$ cat src/rtl/sew_pkg.sv
package sew_pkg;

   // Cycles in a window of win_us microseconds at hz, rounded up.
   function automatic longint unsigned sew_window_cycles(input longint unsigned hz,
                                                          input longint unsigned win_us);
      return (hz * win_us + 64'd999_999) / 64'd1_000_000;
   endfunction

   // Width needed to hold the value n.
   function automatic int unsigned sew_count_width(input longint unsigned n);
      int unsigned w;
      w = 1;
      while ((64'd1 << w) <= n) w++;
      return w;
   endfunction

endpackage

$ cat src/rtl/sew_window_timer.sv
module sew_window_timer #(
   parameter int unsigned WINDOW_CYC = 20,
   parameter int unsigned CNT_W      = 5
) (
   input  logic clk,
   input  logic rst_n,
   input  logic restart_i,
   input  logic cancel_i,
   output logic open_o,
   output logic expire_o
);

   generate
      if (WINDOW_CYC < 1) begin : g_bad_len
         $error("sew_window_timer: WINDOW_CYC must be at least 1");
      end
      if ((64'd1 << CNT_W) <= 64'(WINDOW_CYC)) begin : g_bad_w
         $error("sew_window_timer: CNT_W too small for WINDOW_CYC");
      end

      if (WINDOW_CYC == 1) begin : g_single
         // Single-cycle window: one flag is enough.
         logic open_q;
         always_ff @(posedge clk) begin
            if (!rst_n)         open_q <= 1'b0;
            else if (cancel_i)  open_q <= 1'b0;
            else                open_q <= restart_i;
         end
         assign open_o   = open_q;
         assign expire_o = open_q && !restart_i && !cancel_i;
      end else begin : g_count
         logic [CNT_W-1:0] cnt_q;
         always_ff @(posedge clk) begin
            if (!rst_n)                cnt_q <= '0;
            else if (cancel_i)         cnt_q <= '0;
            else if (restart_i)        cnt_q <= CNT_W'(WINDOW_CYC);
            else if (cnt_q != '0)      cnt_q <= cnt_q - 1'b1;
         end
         assign open_o   = (cnt_q != '0);
         assign expire_o = (cnt_q == CNT_W'(1)) && !restart_i && !cancel_i;

         p_bound_r9: assert property (@(posedge clk) disable iff (!rst_n)
            cnt_q <= CNT_W'(WINDOW_CYC));
         p_reload_r3: assert property (@(posedge clk) disable iff (!rst_n)
            (restart_i && !cancel_i) |=> (cnt_q == CNT_W'(WINDOW_CYC)));
      end
   endgenerate

endmodule

$ cat src/rtl/sew_ctrl.sv
module sew_ctrl (
   input  logic clk,
   input  logic rst_n,
   input  logic erase_cmd_i,
   input  logic wr_fall_i,
   input  logic other_cmd_i,
   input  logic open_i,
   input  logic expire_i,
   output logic set_o,
   output logic restart_o,
   output logic cancel_o,
   output logic start_o,
   output logic abort_o
);

   logic start_q;
   logic abort_q;

   // An other-command outranks everything in the same cycle.
   assign set_o     = erase_cmd_i && !other_cmd_i;
   assign restart_o = set_o || (wr_fall_i && open_i && !other_cmd_i);
   assign cancel_o  = other_cmd_i && open_i;

   always_ff @(posedge clk) begin
      if (!rst_n) begin
         start_q <= 1'b0;
         abort_q <= 1'b0;
      end else begin
         start_q <= expire_i;
         abort_q <= cancel_o;
      end
   end

   assign start_o = start_q;
   assign abort_o = abort_q;

   p_one_start_r4: assert property (@(posedge clk) disable iff (!rst_n)
      start_q |=> !start_q);
   p_one_abort_r6: assert property (@(posedge clk) disable iff (!rst_n)
      abort_q |=> !abort_q);
   p_excl_r6: assert property (@(posedge clk) disable iff (!rst_n)
      !(start_q && abort_q));

endmodule

$ cat src/rtl/sew_sector_mask.sv
module sew_sector_mask #(
   parameter int unsigned NUM_SECTORS = 8,
   parameter int unsigned IDX_W       = 3
) (
   input  logic                   clk,
   input  logic                   rst_n,
   input  logic                   set_i,
   input  logic [IDX_W-1:0]       idx_i,
   input  logic                   clear_i,
   output logic [NUM_SECTORS-1:0] mask_o
);

   generate
      if (NUM_SECTORS < 2) begin : g_bad_n
         $error("sew_sector_mask: NUM_SECTORS must be at least 2");
      end

      for (genvar s = 0; s < NUM_SECTORS; s++) begin : g_bit
         logic hit;
         logic bit_q;
         assign hit = set_i && (idx_i == IDX_W'(s));
         always_ff @(posedge clk) begin
            if (!rst_n)        bit_q <= 1'b0;
            else if (clear_i)  bit_q <= hit;
            else if (hit)      bit_q <= 1'b1;
         end
         assign mask_o[s] = bit_q;
      end
   endgenerate

   p_sticky_r2: assert property (@(posedge clk) disable iff (!rst_n)
      !clear_i |=> ((mask_o & $past(mask_o)) == $past(mask_o)));

endmodule

$ cat src/rtl/sector_erase_window.sv
module sector_erase_window #(
   parameter int unsigned NUM_SECTORS = 8,
   parameter int unsigned CLK_FREQ_HZ = 125_000_000,
   parameter int unsigned WINDOW_US   = 80,
   localparam int unsigned IDX_W      = $clog2(NUM_SECTORS)
) (
   input  logic                   clk,
   input  logic                   rst_n,
   input  logic                   erase_cmd_i,
   input  logic [IDX_W-1:0]       erase_sector_i,
   input  logic                   wr_fall_i,
   input  logic                   other_cmd_i,
   output logic [NUM_SECTORS-1:0] sector_mask_o,
   output logic                   erase_start_o,
   output logic                   abort_o,
   output logic                   window_closed_o
);

   import sew_pkg::*;

   localparam longint unsigned WIN_L = sew_window_cycles(CLK_FREQ_HZ, WINDOW_US);
   localparam int unsigned WINDOW_CYC = int'(WIN_L);
   localparam int unsigned CNT_W      = sew_count_width(WIN_L);

   generate
      if (WIN_L < 1 || WIN_L > 64'hFFFF_FFFF) begin : g_bad_win
         $error("sector_erase_window: window length out of range");
      end
      if (WINDOW_US == 0) begin : g_bad_us
         $error("sector_erase_window: WINDOW_US must be nonzero");
      end
   endgenerate

   logic open_w;
   logic expire_w;
   logic set_w;
   logic restart_w;
   logic cancel_w;
   logic start_w;
   logic abort_w;

   sew_ctrl u_ctrl (
      .clk        (clk),
      .rst_n      (rst_n),
      .erase_cmd_i(erase_cmd_i),
      .wr_fall_i  (wr_fall_i),
      .other_cmd_i(other_cmd_i),
      .open_i     (open_w),
      .expire_i   (expire_w),
      .set_o      (set_w),
      .restart_o  (restart_w),
      .cancel_o   (cancel_w),
      .start_o    (start_w),
      .abort_o    (abort_w)
   );

   sew_window_timer #(
      .WINDOW_CYC(WINDOW_CYC),
      .CNT_W     (CNT_W)
   ) u_timer (
      .clk      (clk),
      .rst_n    (rst_n),
      .restart_i(restart_w),
      .cancel_i (cancel_w),
      .open_o   (open_w),
      .expire_o (expire_w)
   );

   sew_sector_mask #(
      .NUM_SECTORS(NUM_SECTORS),
      .IDX_W      (IDX_W)
   ) u_mask (
      .clk    (clk),
      .rst_n  (rst_n),
      .set_i  (set_w),
      .idx_i  (erase_sector_i),
      .clear_i(cancel_w || start_w),
      .mask_o (sector_mask_o)
   );

   assign erase_start_o   = start_w;
   assign abort_o         = abort_w;
   assign window_closed_o = !open_w;

   p_closed_on_start_r4: assert property (@(posedge clk) disable iff (!rst_n)
      erase_start_o |-> window_closed_o);
   p_open_nonzero_r1: assert property (@(posedge clk) disable iff (!rst_n)
      !window_closed_o |-> (sector_mask_o != '0));
   p_clear_after_start_r5: assert property (@(posedge clk) disable iff (!rst_n)
      (erase_start_o && !erase_cmd_i) |=> (sector_mask_o == '0));
   p_abort_clears_r6: assert property (@(posedge clk) disable iff (!rst_n)
      $rose(abort_o) |-> (sector_mask_o == '0 && window_closed_o));
   p_idle_other_r7: assert property (@(posedge clk) disable iff (!rst_n)
      (other_cmd_i && window_closed_o) |=> !abort_o);

endmodule

$ cat config.mk
export PLATFORM = sky130hd
export DESIGN_NAME = sector_erase_window
export DESIGN_NICKNAME = d
export VERILOG_FILES = /design/src/rtl/sew_pkg.sv /design/src/rtl/sew_window_timer.sv /design/src/rtl/sew_ctrl.sv /design/src/rtl/sew_sector_mask.sv /design/src/rtl/sector_erase_window.sv
export SDC_FILE = /design/constraint.sdc
export NUM_CORES = 1
export LEC_CHECK = 0
export ABC_AREA = 1
export BUFFER_PORTS_ARGS = -buffer_cell sky130_fd_sc_hd__buf_2
export CAP_MARGIN = 25
export CORE_MARGIN = 4
export CORE_UTILIZATION = 40
export DETAILED_ROUTE_END_ITERATION = 8
export HOLD_SLACK_MARGIN = 0.08
export SETUP_SLACK_MARGIN = 0.02
export SLEW_MARGIN = 20
export SYNTH_ARGS = -nofsm -noshare
export SYNTH_HDL_FRONTEND = slang
export SYNTH_SLANG_ARGS = --single-unit
$ cat constraint.sdc
create_clock -name clk -period 2.9 [get_ports clk]
set_clock_uncertainty 0.2 [all_clocks]
set_input_delay 0.29 -clock clk [delete_from_list [all_inputs] [get_ports clk]]
set_output_delay 0.29 -clock clk [all_outputs]
set_load 0.01 [all_outputs]
==> flow_metrics.tcl <==
set metrics [dict create \
    status "completed" \
    cts.clk_slew.worst_paths_ns 0.13 \
    fillCellCount 332 \
    slew_headroom_pct 78.4 \
    cts_buffer_depth 2 \
    hold_class "input pin to flip-flop" \
    setup_violations 0 \
    layout_worst_path_cycle_share_pct 69.8 \
    ctsResizeCount 0 \
    hold_viol 0 \
    drv_slew 0 \
    syn_nets 204 \
    worstPathRequired_ns 2.41 \
    drc 0 \
    layout.nets 223 \
    crit_chain "inv_1 -> ha_1 -> nand2_2 -> nor2_4 -> nand2_4 -> inv_1 -> buf_2" \
    viasPerCell 4.58 \
    numPortBuffers 18 \
    grt_usage_pct 14.5 \
    critPathCaptureType "output port" \
    cts.sinks 24 \
    grt_pass1_vias 1138 \
    die_x_um 66.2 \
    ys_seq_elements 24 \
    crit_family "flip-flops" \
    layout-drive-gt1-share_pct 21.8 \
    antenna_found_initial 0 \
    diodes 0 \
    core_um2 3150 \
    cts_root_buffer "clkbuf_4" \
    max_freq_mhz 494 \
    cpMostUsedCell "inv_1" \
    rsz0062_at_grt "no" \
    ant_nets 0 \
    grt_use_met3_pct 2.21 \
    crit_path_start_kind "flip-flop" \
    first_pass_iters 4 \
    place.gp.congestion 0.883 \
    cts_tree "done" \
    placed_cell_area_um2 1440 \
    holdWs_ns 0.109 \
    critPathMaxFanout 18 \
    finalNonFillerCells 255 \
    drt_iter0_markers 67 \
    die_h_um 66.2 \
    grt_busiest_layer "met2" \
    area_growth_pct 12.3 \
    cts_max_level 1 \
    ys_warn_count 0 \
    rows 20 \
    synth-seq-area-share_pct 35.5 \
    tightestPinTransition_ns 0.321 \
    grtUsageMet1_pct 19.1 \
    mappedNetlistArea_um2 1360 \
    cap_violations 0 \
    slowest_delay_ns 0.39 \
    final_design_area_no_fill_um2 1520 \
    dp_cells 246 \
    dieArea_um2 4380 \
    worst_path_max_delay_cell "dfxtp_1" \
    synth_cells 193 \
    dp_hpwl_mm 2.15 \
    ys_types 22 \
    worstSetupPathType "flip-flop to output port" \
    syn_area_per_cell_um2 7.02 \
    cts-buffers-inserted 3 \
    setup-tns-final_ns 0 \
    grtUsageMet2_pct 23.7 \
    fin_crit_ns 2.02 \
    dr_total_vias 1168 \
    worstPathArrival_ns 1.53 \
    worst-path-buf-inv 3 \
    ios 19 \
    grt_max_degree 19 \
    gr-total-overflow 0 \
    insertion_delay_ns 0.31 \
    start_util_pct 43.0 \
    wirelength_mm 2.76 \
    grt_pass1_wl_mm 4.97 \
    wl_per_cell_um 10.8 \
]
layer usage:
layer,up-vias,part of all wire (%),wire length (um)
li1,620,-,-
met5,-,0,0
met3,4,2.7,75
met2,24,46,1280
met1,520,49,1360
met4,0,1.5,40
sequential cells by signal (all words and copies together) (netlist names):
register and cells:
u_mask.g_bit.bit_q 8, u_timer.g_count.cnt_q 14, u_ctrl.start_o 1, u_ctrl.abort_o 1
area by class of cell:
class | instances | area, um^2 | share of cell area, %
multi-input combinational | 133 | 707 | 46.5
sequential | 24 | 480 | 31.6
timing repair buffer | 23 | 140 | 9.21
inverter | 27 | 103 | 6.74
tap | 44 | 55.1 | 3.62
clock buffer | 4 | 36.3 | 2.38
synthesized netlist by cell type:
cell type	number	area share, %
nand2_1	39	11
inv_1	25	6.9
nor2_1	25	6.9
dfxtp_1	24	35
nand3_1	20	7.4
a21oi_1	12	4.4
nor2_2	12	5.5
buf_4	8	4.4
xor2_1	5	3.2
nand2_4	4	3.3
ha_1	3	2.8
nand2_2	3	1.4
nor2_4	3	2.5
o21ai_0	2	0.74
a21oi_4	1	1.2
and2_0	1	0.46
buf_2	1	0.37
clkinv_1	1	0.28
clkinv_2	1	0.37
nand3b_1	1	0.55
nor3_1	1	0.37
o21bai_1	1	0.55
worst register-to-register path, cell delays in order, from the launching register on:
cell,delay [ns]
dfxtp_1,0.39
inv_1,0.11
ha_1,0.22
nand2_2,0.09
nor2_4,0.05
nand2_4,0.18
nand2_4,0.15
nand2_4,0.11
clkinv_2,0.08
nand2_4,0.15
nor2_2,0.06
repair_timing:
item / CTS / global route
hold buffers: 5 / 0
hold endpoints to repair: 8 / 0
buffers inserted: 0 / 0
final timing paths:
path                       startpoint                  endpoint  slack, ns  cells past startpoint
max          u_timer.g_count.cnt_q[0]           window_closed_o       0.88                      7
min                 erase_sector_i[0]     u_mask.g_bit[4].bit_q       0.11                      4
max reg2reg  u_timer.g_count.cnt_q[0]  u_timer.g_count.cnt_q[0]       1.02                     10
min reg2reg     u_mask.g_bit[7].bit_q     u_mask.g_bit[7].bit_q       0.29                      2
cells by family (layout without fill, tap and decap cells):
logic type	Yosys count	after routing	share of synthesized area, %
XOR/XNOR	5	5	3.23
buffers and inverters	36	54	12.4
adder cells (fa/ha/maj)	3	3	2.77
AO/OA/AOI/OAI	16	16	6.93
flip-flops	24	24	35.5
AND/OR/NAND/NOR	109	109	39.2
placed cells by master (no fill, tap or decap), types with 2 or more instances in the layout:
cell | netlist | final
nand2_1 | 39 | 39
inv_1 | 25 | 25
nor2_1 | 25 | 25
dfxtp_1 | 24 | 24
nand3_1 | 20 | 20
buf_2 | 1 | 18
nor2_2 | 12 | 12
a21oi_1 | 12 | 12
xor2_1 | 5 | 5
dlygate4sd3_1 | 0 | 5
nand2_4 | 4 | 4
nor2_4 | 3 | 3
nand2_2 | 3 | 3
ha_1 | 3 | 3
clkbuf_4 | 0 | 3
o21ai_0 | 2 | 2
stage by stage:
| step | worst slack (ns) | utilization (%) |
|---|---|---|
| after floorplan | 1.27 | - |
| after global placement | 1.11 | 45.5 |
| after detailed placement | 1.04 | 45.5 |
| after CTS | 0.864 | 48.3 |
| after global routing | 0.756 | 48.3 |
| final | 0.877 | 48.3 |
Power is not shown: default switching activity piles up to over one toggle a cycle in this logic, so the estimate is an artifact.
